==> config.mk <==
export PLATFORM = sky130hd
export DESIGN_NAME = pc_steer
export DESIGN_NICKNAME = d
export VERILOG_FILES = /design/src/rtl/pc_steer_pkg.sv /design/src/rtl/pc_flow_decode.sv /design/src/rtl/pc_branch_eval.sv /design/src/rtl/pc_target_gen.sv /design/src/rtl/pc_steer.sv
export SDC_FILE = /design/constraint.sdc
export NUM_CORES = 1
export LEC_CHECK = 0
export ABC_CLOCK_PERIOD_IN_PS = 8100
export BUFFER_PORTS_ARGS = -buffer_cell sky130_fd_sc_hd__buf_2
export CAP_MARGIN = 20
export CORE_AREA = 2 2 102 104
export CTS_CLUSTER_SIZE = 25
export DETAILED_ROUTE_END_ITERATION = 8
export DIE_AREA = 0 0 104 106
export PLACE_DENSITY_LB_ADDON = 0.15
export SYNTH_ARGS = -nofsm -noshare
export SYNTH_HDL_FRONTEND = slang
export SYNTH_SLANG_ARGS = --single-unit
==> constraint.sdc <==
create_clock -name clk -period 8.1 [get_ports clk]
set_clock_uncertainty 0.15 [all_clocks]
set_input_delay 0.81 -clock clk [delete_from_list [all_inputs] [get_ports clk]]
set_output_delay 0.81 -clock clk [all_outputs]
set_load 0.02 [all_outputs]
==> src/rtl/pc_steer_pkg.sv <==
package pc_steer_pkg;
  localparam int OPC_W = 6;
  localparam int FN_W  = 6;

  localparam logic [OPC_W-1:0] OPC_REG  = 6'd0;
  localparam logic [OPC_W-1:0] OPC_JMP  = 6'd2;
  localparam logic [OPC_W-1:0] OPC_CALL = 6'd3;
  localparam logic [OPC_W-1:0] OPC_BEQ  = 6'd4;
  localparam logic [OPC_W-1:0] OPC_BNE  = 6'd5;
  localparam logic [FN_W-1:0]  FN_RJMP  = 6'd8;

  typedef enum logic [2:0] {
    FLOW_SEQ,
    FLOW_BEQ,
    FLOW_BNE,
    FLOW_JMP,
    FLOW_CALL,
    FLOW_RJMP
  } flow_e;
endpackage

==> src/rtl/pc_flow_decode.sv <==
module pc_flow_decode
  import pc_steer_pkg::*;
(
  input  logic [OPC_W-1:0] opc,
  input  logic [FN_W-1:0]  func_code,
  output flow_e            flow
);
  always_comb begin
    unique case (opc)
      OPC_JMP:  flow = FLOW_JMP;
      OPC_CALL: flow = FLOW_CALL;
      OPC_BEQ:  flow = FLOW_BEQ;
      OPC_BNE:  flow = FLOW_BNE;
      OPC_REG:  flow = (func_code == FN_RJMP) ? FLOW_RJMP : FLOW_SEQ;
      default:  flow = FLOW_SEQ;
    endcase
  end
endmodule

==> src/rtl/pc_branch_eval.sv <==
module pc_branch_eval
  import pc_steer_pkg::*;
#(
  parameter int DATA_W = 32
) (
  input  flow_e             flow,
  input  logic [DATA_W-1:0] opnd_a,
  input  logic [DATA_W-1:0] opnd_b,
  output logic              taken
);
  logic same;

  assign same = (opnd_a == opnd_b);

  always_comb begin
    case (flow)
      FLOW_BEQ: taken = same;
      FLOW_BNE: taken = !same;
      default:  taken = 1'b0;
    endcase
  end
endmodule

==> src/rtl/pc_target_gen.sv <==
module pc_target_gen #(
  parameter int ADDR_W = 32,
  parameter int OFF_W  = 16,
  parameter int IDX_W  = 26
) (
  input  logic [ADDR_W-1:0] pc,
  input  logic [OFF_W-1:0]  br_disp,
  input  logic [IDX_W-1:0]  jmp_index,
  output logic [ADDR_W-1:0] seq_addr,
  output logic [ADDR_W-1:0] br_addr,
  output logic [ADDR_W-1:0] jmp_addr
);
  localparam int EXT_W = ADDR_W - OFF_W - 2;
  localparam int REG_W = ADDR_W - IDX_W - 2;
  localparam logic [ADDR_W-1:0] STEP = ADDR_W'(4);

  logic [ADDR_W-1:0] disp_bytes;

  assign seq_addr   = pc + STEP;
  assign disp_bytes = {{EXT_W{br_disp[OFF_W-1]}}, br_disp, 2'b00};
  assign br_addr    = seq_addr + disp_bytes;
  assign jmp_addr   = {seq_addr[ADDR_W-1 -: REG_W], jmp_index, 2'b00};
endmodule

==> src/rtl/pc_steer.sv <==
module pc_steer
  import pc_steer_pkg::*;
#(
  parameter int                 ADDR_W    = 32,
  parameter int                 OFF_W     = 16,
  parameter int                 IDX_W     = 26,
  parameter logic [ADDR_W-1:0]  RESET_VEC = 32'h0000_1000
) (
  input  logic              clk,
  input  logic              rst,
  input  logic              adv_en,
  input  logic [5:0]        opc,
  input  logic [5:0]        func_code,
  input  logic [OFF_W-1:0]  br_disp,
  input  logic [IDX_W-1:0]  jmp_index,
  input  logic [ADDR_W-1:0] opnd_a,
  input  logic [ADDR_W-1:0] opnd_b,
  output logic [ADDR_W-1:0] pc_o,
  output logic              link_we,
  output logic [ADDR_W-1:0] link_addr,
  output logic              fetch_misalign
);
  flow_e             flow;
  logic              taken;
  logic [ADDR_W-1:0] seq_addr, br_addr, jmp_addr, next_pc;

  pc_flow_decode u_dec (
    .opc       (opc),
    .func_code (func_code),
    .flow      (flow)
  );

  pc_branch_eval #(.DATA_W(ADDR_W)) u_cmp (
    .flow   (flow),
    .opnd_a (opnd_a),
    .opnd_b (opnd_b),
    .taken  (taken)
  );

  pc_target_gen #(.ADDR_W(ADDR_W), .OFF_W(OFF_W), .IDX_W(IDX_W)) u_tgt (
    .pc        (pc_o),
    .br_disp   (br_disp),
    .jmp_index (jmp_index),
    .seq_addr  (seq_addr),
    .br_addr   (br_addr),
    .jmp_addr  (jmp_addr)
  );

  always_comb begin
    case (flow)
      FLOW_BEQ, FLOW_BNE: next_pc = taken ? br_addr : seq_addr;
      FLOW_JMP, FLOW_CALL: next_pc = jmp_addr;
      FLOW_RJMP: next_pc = opnd_a;
      default: next_pc = seq_addr;
    endcase
  end

  always_ff @(posedge clk) begin
    if (rst) begin
      pc_o <= RESET_VEC;
    end else if (adv_en) begin
      pc_o <= next_pc;
    end
  end

  assign link_we        = adv_en && (flow == FLOW_CALL);
  assign link_addr      = seq_addr;
  assign fetch_misalign = (flow == FLOW_RJMP) && (opnd_a[1:0] != 2'b00);

  AST_RESET_VEC: assert property (@(posedge clk) rst |=> pc_o == RESET_VEC);
  AST_HOLD_PC: assert property (@(posedge clk) disable iff (rst)
    !adv_en |=> $stable(pc_o));
  AST_NO_LINK_IDLE: assert property (@(posedge clk) disable iff (rst)
    !adv_en |-> !link_we);
  AST_RJMP_LOAD: assert property (@(posedge clk) disable iff (rst)
    (adv_en && opc == 6'd0 && func_code == 6'd8) |=> pc_o == $past(opnd_a));
  AST_CALL_TARGET: assert property (@(posedge clk) disable iff (rst)
    link_we |=> pc_o == {$past(link_addr[ADDR_W-1 -: ADDR_W-IDX_W-2]), $past(jmp_index), 2'b00});
  AST_LINK_RET: assert property (@(posedge clk) disable iff (rst)
    link_we |=> $past(link_addr) == $past(pc_o) + ADDR_W'(4));
  AST_BNE_FALL: assert property (@(posedge clk) disable iff (rst)
    (adv_en && opc == 6'd5 && opnd_a == opnd_b) |=> pc_o == $past(pc_o) + ADDR_W'(4));
  AST_MISALIGN_SRC: assert property (@(posedge clk) disable iff (rst)
    fetch_misalign |-> (opnd_a[1:0] != 2'b00 && opc == 6'd0));
endmodule

==> results.toml <==
[run_status]
run_status = "complete, no violations"

[synthesis]
syn_inst = 610
seq_area_frac_synth_pct = 14.6
ys.flop_type = "dfxtp_1"
synth-async-reset-ratio_pct = 0
synth.avg_cell_area_um2 = 7.22
synth_seq_cells = 32
synth_warnings = 0
synth_nets = 768
synth_edf_count = 0
netlist_area_um2 = 4400
synth_cell_types = 63

[clock_tree]
insertion_delay_ps = 290
cts_max_level = 2
clk_pin_slew_ps = 80
post_cts_buffers = 0
cts_resized = 0
clockBufferDepth = 2
root_buffer = "clkbuf_8"
cts_tree = "built"
cts_buffers = 5
cts_hold_buffers = 0
cts.sinks = 32

[finish]
largest_reg_flops = 32
final_nets = 930
top_register = "pc_o"
final_common_cell = "buf_2"
antenna_cells = 0
fin_cells = 908
final_area_um2 = 5470
drive_gt1_share_pct = 27.2
syn2layout_area_growth_pct = 24.4
most-common-layout-cells = "buf_2 (186), nor2_1 (78), nand2_1 (57), xor2_1 (56), a21oi_1 (51)"
reg.largest.list = "pc_o: 32 flops"
n_fill_cell = 1021

[power_and_ir_drop]
clockPowerShare_pct = 21.4
leakage_nw = 2.65
pwr-share-comb_pct = 48.3
seq_power_share_pct = 30.3
vdd_ir_drop_max_v = 0.0000592
internal-power_w = 0.000344
switching_share_pct = 42.9
p_per_area_nw_per_um2 = 110
power.switching_w = 0.000258

[timing]
setup_tns_ps = 0
tightest_slew_ps = 932
rsz0062_at_grt = "false"
slew_viol_final = 0
max_clock_freq_mhz = 220
setup_viol = 0
fin_crit_ps = 4540
hold_violations = 0
max_slew_margin_pct = 37.8
fin_crit_sh_pct = 56.1

[die]
core_area_um2 = 10000
fp-row-count = 37
ios = 187
die_w_um = 104
start_util_pct = 44.0
design.die.area_um2 = 11000
die_y_um = 106

[min_path]
worstHoldStart = "pc_o[1]"
hold_class = "reg -> reg"

[placement]
finalWeightedCongestion = 0.925
hpwl_um = 13100
numPlacedInstances = 901
dpl-instance-area_um2 = 5390
place.port_buffers = 186

[detailed_routing]
drtAntennaViolNets = 0
routed_via_density = 5.82
drc_errors = 0
first_pass_iters = 5
drt_iter0_drc = 402
totalWireLength_um = 16300
via_count = 5288
routedWlPerCell_um = 18.0

[critical_path]
cp-end-kind = "flip-flop"
crit_type = "reg -> reg"
crit_start = "pc_o[8]"
cp.required_ps = 8110
worstPathMaxFanout = 8
critPathLaunchType = "flip-flop"
r2r-start = "pc_o[8]"
arrival_ps = 4550

[grt]
grt_pass1_wl_um = 25500
antenna_found_initial = 0
grt_max_degree = 63
grt_usage_pct = 28.5
grt_pass1_vias = 5006
overflow = 0

[job]
cap_violations = 0
## area by class of cell
type | count | area, µm² | share of cell area (%)
clock buffer | 5 | 68.8 | 1.26
tap | 136 | 170 | 3.11
multi-input combinational | 529 | 3570 | 65.2
inverter | 14 | 52.6 | 0.960
timing repair buffer | 190 | 961 | 17.6
sequential | 32 | 641 | 11.7
clock inverter | 2 | 12.5 | 0.229
## synth_stat cells, types with 2 or more instances
cell | instances | area share, %
buf_4 | 3 | 0.51
mux2_2 | 2 | 0.51
buf_1 | 2 | 0.17
a221o_1 | 3 | 0.68
a211oi_1 | 4 | 0.68
xor2_1 | 56 | 11
a31oi_1 | 6 | 0.85
and2_1 | 4 | 0.57
o31ai_1 | 3 | 0.51
a22oi_1 | 23 | 3.9
nor2b_1 | 5 | 0.71
nand2b_1 | 6 | 0.85
o21ai_0 | 16 | 1.8
nand3_1 | 15 | 1.7
inv_1 | 14 | 1.2
xnor2_1 | 27 | 5.4
clkbuf_1 | 26 | 2.2
a21oi_1 | 52 | 5.9
nand4_1 | 12 | 1.7
or2_2 | 2 | 0.28
ha_1 | 36 | 10
nand2_1 | 57 | 4.9
o31a_1 | 2 | 0.40
and4_1 | 4 | 0.80
buf_2 | 3 | 0.34
o211ai_1 | 5 | 0.85
a221oi_1 | 7 | 1.4
or4_1 | 3 | 0.51
nand3b_1 | 2 | 0.34
mux2i_1 | 2 | 0.45
nor4_1 | 11 | 1.6
a32oi_1 | 2 | 0.40
nor3_1 | 15 | 1.7
o21bai_1 | 5 | 0.85
nor3b_1 | 2 | 0.34
nor2_1 | 79 | 6.7
dfxtp_1 | 32 | 15
a311oi_1 | 17 | 3.4
and3_1 | 8 | 1.1
a21o_1 | 10 | 1.7
o21a_1 | 5 | 0.85
## through the flow
| step | util (%) | hold slack [ps] | total power, W | setup slack, ps |
|---|---|---|---|---|
| finish | 54.7 | 375 | 0.000602 | 3560 |
| global route | 54.7 | 400 | 0.000644 | 3200 |
| CTS | 54.7 | 379 | 0.000601 | 3620 |
| detailed placement | 53.9 | 359 | 0.000471 | 3630 |
| global placement | 53.9 | 346 | 0.000468 | 3790 |
| floorplan | - | 423 | 0.000372 | 3800 |
## per-layer routing
metal / up-vias / global-route usage [%] / part of all wire (%)
met5: - / 0 / 0
met4: 0 / 8.98 / 2.5
met3: 23 / 4.78 / 8.4
met2: 227 / 47.3 / 46
met1: 2478 / 37.8 / 43
li1: 2560 / - / -
## cell families after synthesis
| kind of cell | Yosys count | share of synthesized area (%) |
|---|---|---|
| DFF | 32 | 14.6 |
| and+or+nand+nor | 232 | 25.5 |
| buffers and inverters | 49 | 4.69 |
| adders and majority gates | 37 | 10.7 |
| AOI/OAI and AO/OA | 172 | 26.7 |
| xor gates and xnor gates | 84 | 16.9 |
| muxes | 4 | 0.966 |
## power by group through the flow
| stage | Clock (W) | Combinational [W] | Sequential, W |
|---|---|---|---|
| after floorplan | 0 | 0.000177 | 0.000195 |
| after global placement | 0 | 0.000283 | 0.000185 |
| after detailed placement | 0 | 0.000285 | 0.000186 |
| after CTS | 0.000132 | 0.000287 | 0.000182 |
| after global routing | 0.000141 | 0.000318 | 0.000184 |
| final | 0.000129 | 0.000291 | 0.000183 |
## worst max-delay path, cell delays in order (launching register included)
cell      delay (ps)
dfxtp_1          480
and4_4           300
nand4_2          200
nor3_1           650
xor2_1           370
ha_1             350
nand2_1          140
a21oi_1           60
a221oi_1         380
nand2_1           80
o21ai_0          500
o21ai_0          190
xor2_1           170
a221oi_1         300
nor3_1            80
## worst paths after layout
| kind | depth (start not counted) | slack [ps] | end |
|---|---|---|---|
| worst min register to register | 2 | 370 | pc_o[1] |
| worst max-delay path | 14 | 3560 | pc_o[27] |
| worst min-delay path | 2 | 370 | pc_o[1] |
| worst max register to register | 14 | 3560 | pc_o[27] |
Note: power is estimated with default switching activity, not from simulation.
